--- src/rtl/pc_bkpt_cmp.sv ---
module pc_bkpt_cmp #(
  parameter int ADDR_W  = 32,
  parameter int NUM_CMP = 4,
  localparam int SEL_W  = $clog2(NUM_CMP + 2),
  localparam int CTRL_W = NUM_CMP + 1
) (
  input  logic              clk,
  input  logic              rst_n,
  input  logic              wr_en,
  input  logic [SEL_W-1:0]  wr_sel,
  input  logic [ADDR_W-1:0] wr_data,
  input  logic [ADDR_W-1:0] pc,
  input  logic              pc_vld,
  output logic              hit
);

  logic [ADDR_W-1:0] cmp_q [NUM_CMP];
  logic [ADDR_W-1:0] mask_q;
  logic [CTRL_W-1:0] ctrl_q;

  logic                 en_q;
  logic                 inv_q;
  logic [NUM_CMP-1:1]   vld_q;
  logic [NUM_CMP-1:0]   match;
  logic                 in_region;

  assign en_q  = ctrl_q[0];
  assign inv_q = ctrl_q[1];
  assign vld_q = ctrl_q[CTRL_W-1:2];

  always_ff @(posedge clk) begin
    if (!rst_n) begin
      for (int k = 0; k < NUM_CMP; k++) cmp_q[k] <= '0;
      mask_q <= '0;
      ctrl_q <= '0;
    end else if (wr_en) begin
      for (int k = 0; k < NUM_CMP; k++)
        if (wr_sel == SEL_W'(k)) cmp_q[k] <= wr_data;
      if (wr_sel == SEL_W'(NUM_CMP))     mask_q <= wr_data;
      if (wr_sel == SEL_W'(NUM_CMP + 1)) ctrl_q <= wr_data[CTRL_W-1:0];
    end
  end

  assign match[0] = ((pc ^ cmp_q[0]) & ~mask_q) == '0;

  for (genvar k = 1; k < NUM_CMP; k++) begin : g_exact
    assign match[k] = vld_q[k] && (pc == cmp_q[k]);
  end

  assign in_region = |match;

  always_ff @(posedge clk) begin
    if (!rst_n) hit <= 1'b0;
    else        hit <= pc_vld && en_q && (in_region ^ inv_q);
  end

endmodule


--- config.mk ---
export PLATFORM = sky130hd
export DESIGN_NAME = pc_bkpt_cmp
export DESIGN_NICKNAME = d
export VERILOG_FILES = /design/src/rtl/pc_bkpt_cmp.sv
export SDC_FILE = /design/constraint.sdc
export NUM_CORES = 1
export LEC_CHECK = 0
export CAP_MARGIN = 10
export CORE_MARGIN = 5
export CORE_UTILIZATION = 40
export CTS_CLUSTER_DIAMETER = 40
export CTS_CLUSTER_SIZE = 30
export DETAILED_ROUTE_END_ITERATION = 8
export HOLD_SLACK_MARGIN = 0.15
export PLACE_DENSITY = 0.62
export SLEW_MARGIN = 30
export SYNTH_ARGS = -nofsm -noshare
export SYNTH_HDL_FRONTEND = slang
export SYNTH_SLANG_ARGS = --single-unit
--- constraint.sdc ---
create_clock -name clk -period 4.9 [get_ports clk]
set_clock_uncertainty 0.05 [all_clocks]
set_input_delay 0.735 -clock clk [delete_from_list [all_inputs] [get_ports clk]]
set_output_delay 0.735 -clock clk [all_outputs]
set_load 0.02 [all_outputs]
==> flow_summary.toml <==
[layout]
area_of_the_multi_input_gates_um2 = 3040
final_net_count = 779
fillers = 1680
proportion_of_layout_cells_with_a_drive_suffix_above_1_pct = 7.07
area.sequential_um2 = 4600
syn2layout_area_growth_pct = 21.7
n_antenna_cell = 0

[synth]
synthDominantCellAreaShare_pct = 50.0
syn-cell-area_um2 = 7680
synth.largest_area_cell = "edfxtp_1"
synthAdderAreaFrac_pct = 0
syn_area_per_cell_um2 = 12.2
synth_warnings = 0
synthesis.instances = 631
synth.yosys.seq_area_share_pct = 59.9
async_flop_share_pct = 0
synthFlopType = "edfxtp_1"
synth_cell_type_count = 27
yosys.area_share.xor_xnor_pct = 14.6
ys_top_cells_by_area = "edfxtp_1 50%, xor2_1 11%, and2_1 11%"
multiplexer_fraction_of_the_synthesized_cell_area_pct = 0.782
ys_seq_elements = 166
synth_compound_gate_area_share_pct = 4.75
synth_edf_count = 128
postSynthNetCount = 702
synth-simple-area-share_pct = 18.6
synthTopCellsByCount = "129 x and2_1, 128 x edfxtp_1, 93 x xor2_1, 66 x nand2_1, 38 x dfxtp_1"
synth_top_family_by_area = "simple AND/OR/NAND/NOR gates"
yosysMostFrequentCell = "and2_1"

[sta]
worst_slack_ns = 2.13
max_freq_mhz = 361
worst_pin_slew_ns = 0.867
totalNegativeSetupSlack_ns = 0
slew_viol_final = 0
timing.max_slew.rel_slack_pct = 42.2
min_period_over_period_pct = 56.6
finalSetupViolCount = 0
rsz0062_at_grt = "no"
min_period_ns = 2.77
hold_viol = 0

[setup_path]
endpoint_kind = "flip-flop"
path_buf_inv = 3
top_delay_family_on_crit_path = "buffers and inverters"
crit_fanout = 45
path_class = "primary input to flip-flop"
worst_r2r_path_depth = 6
timing.critical_path.cells = "clkdlybuf4s50_1 -> buf_4 -> nand3b_1 -> nor2_2 -> buf_4 -> and2_1"
crit_arrival_ns = 3.02
crit_cells = 6
cp_data_required_time_ns = 5.15
crit_path_largest_cell_delay_ns = 0.64
timing.critical_path.slowest_stage_cell = "nor2_2"
critPathLaunchType = "primary input"
path_common_cell = "buf_4"

[route]
detail_route.drc_violations = 0
drtAntennaViolNets = 0
drt_wl_total_um = 20500
detail_route.iter0.violations = 351
wire_per_inst_um = 20.9
initial_drt_pass_iterations = 5
route.detailed.vias_per_inst = 5.03
vias = 4933

[global_routing]
gr-total-overflow = 0
global_route_wire_length_before_repair_um = 30700
antenna_found_initial = 0
grt_use_total_pct = 18.9
pin_count_of_the_biggest_net_entering_global_routing = 46
grt_pass1_vias = 4949

[clocking]
cts_resizes = 0
cts_hold_buf = 0
cts.path.max_buffers = 2
clkTransAtPathRegs_ns = 0.06
clock_tree.htree_level_count = 4
cts_setup_buffers = 0
cts-buffers-inserted = 17
tritoncts = "built"
clockRootBuffer = "clkbuf_16"
clkSinkCount = 166
worstSkewPairLatency_ns = 0.43

[pwr]
power_density_nw_per_um2 = 353
vdd_ir_drop_max_uv = 250
total_leakage_power_nw = 3.26

[die]
die_area_um2 = 22100
initial_utilization_pct = 40.8
fp-row-count = 50
floorplan.die.width_um = 149
floorplan.io_pins = 72
core_area_um2 = 18800
die_y_um = 149

[placement]
hpwlAfterDp_um = 14100
gp_routability_congestion = 0.829
io_buffer_count = 71
place_ws_ns = 1.65

[flow_run]
timing.max_cap.violations = 0

[run_status]
status = "finished, final reports clean"

[min_path]
worst_hold_path_type = "flip-flop to flip-flop"
hold_depth = 2
==> flip-flops by register name (all words and copies together) (netlist names) <==
| signal | cells |
|---|---|
| cmp_q | 128 |
| mask_q | 32 |
| hit | 1 |
| ctrl_q | 5 |
==> cells in the final DEF (no fill, tap or decap), types with 6 or more instances in the layout <==
cell type,netlist,layout
a21boi_0,32,32
and2_1,129,129
nor4_1,25,25
mux2i_1,6,6
clkbuf_16,0,17
xnor2_1,35,35
dfxtp_1,38,38
o22ai_1,16,16
nand3_1,7,7
buf_4,0,11
nand2_1,66,66
clkdlybuf4s50_1,0,71
xor2_1,93,93
edfxtp_1,128,128
nor2b_1,7,7
==> kinds of logic after synthesis <==
| group | count (synthesis) |
|---|---|
| AND/OR/NAND/NOR | 255 |
| multiplexers | 6 |
| flip-flops | 166 |
| buffers and inverters | 24 |
| XOR/XNOR | 128 |
| AO/OA/AOI/OAI | 52 |
==> report_power, final <==
part / internal, W / leakage [nW] / switching [W]
clock: 0.000805 / 0.284 / 0.000541
sequential: 0.00159 / 1.54 / 0.0000342
combinational: 0.000139 / 1.43 / 0.000189
total: 0.00254 / 3.26 / 0.000764
==> metal layers <==
| layer | GRT usage (%) | wire, um | vias up |
|---|---|---|---|
| li1 | - | - | 2333 |
| met1 | 24.8 | 8870 | 2444 |
| met2 | 31.5 | 10300 | 126 |
| met3 | 3.50 | 831 | 30 |
| met4 | 6.79 | 493 | 0 |
| met5 | 0 | 0 | - |
==> worst reg2reg max path, delay by kind of cell (launching register included) <==
kind          cells  cell delay, ns
flops             1            0.38
xor+xnor          1            0.21
mux               1            0.12
simple gates      4            1.04
==> path summary, 6_finish.rpt <==
check / startpoint / to / slack [ns]
max: rst_n / cmp_q[3][4] / 2.13
min: mask_q[17] / mask_q[17] / 0.42
max reg2reg: cmp_q[2][19] / hit / 2.98
min reg2reg: mask_q[17] / mask_q[17] / 0.42
==> layout make-up <==
type | instances | share of cell area [%]
tap | 260 | 3.48
timing repair buffer | 82 | 8.49
multi-input combinational | 441 | 32.5
sequential | 166 | 49.3
clock buffer | 25 | 5.30
clock inverter | 7 | 0.990
==> per-stage QoR <==
stage | util [%] | hold WS (ns) | instances | total power (W) | cell area [um^2]
after global routing | 49.6 | 0.439 | 981 | 0.00341 | 9350
after CTS | 49.6 | 0.421 | 981 | 0.00332 | 9350
final | 49.6 | 0.416 | 981 | 0.00330 | 9350
after detailed placement | 46.5 | 0.412 | 949 | 0.00199 | 8760
after floorplan | - | 0.393 | 631 | 0.00180 | 7680
after global placement | 46.5 | 0.402 | 949 | 0.00198 | 8760
No activity file was read; power rests on OpenSTA's default activity.
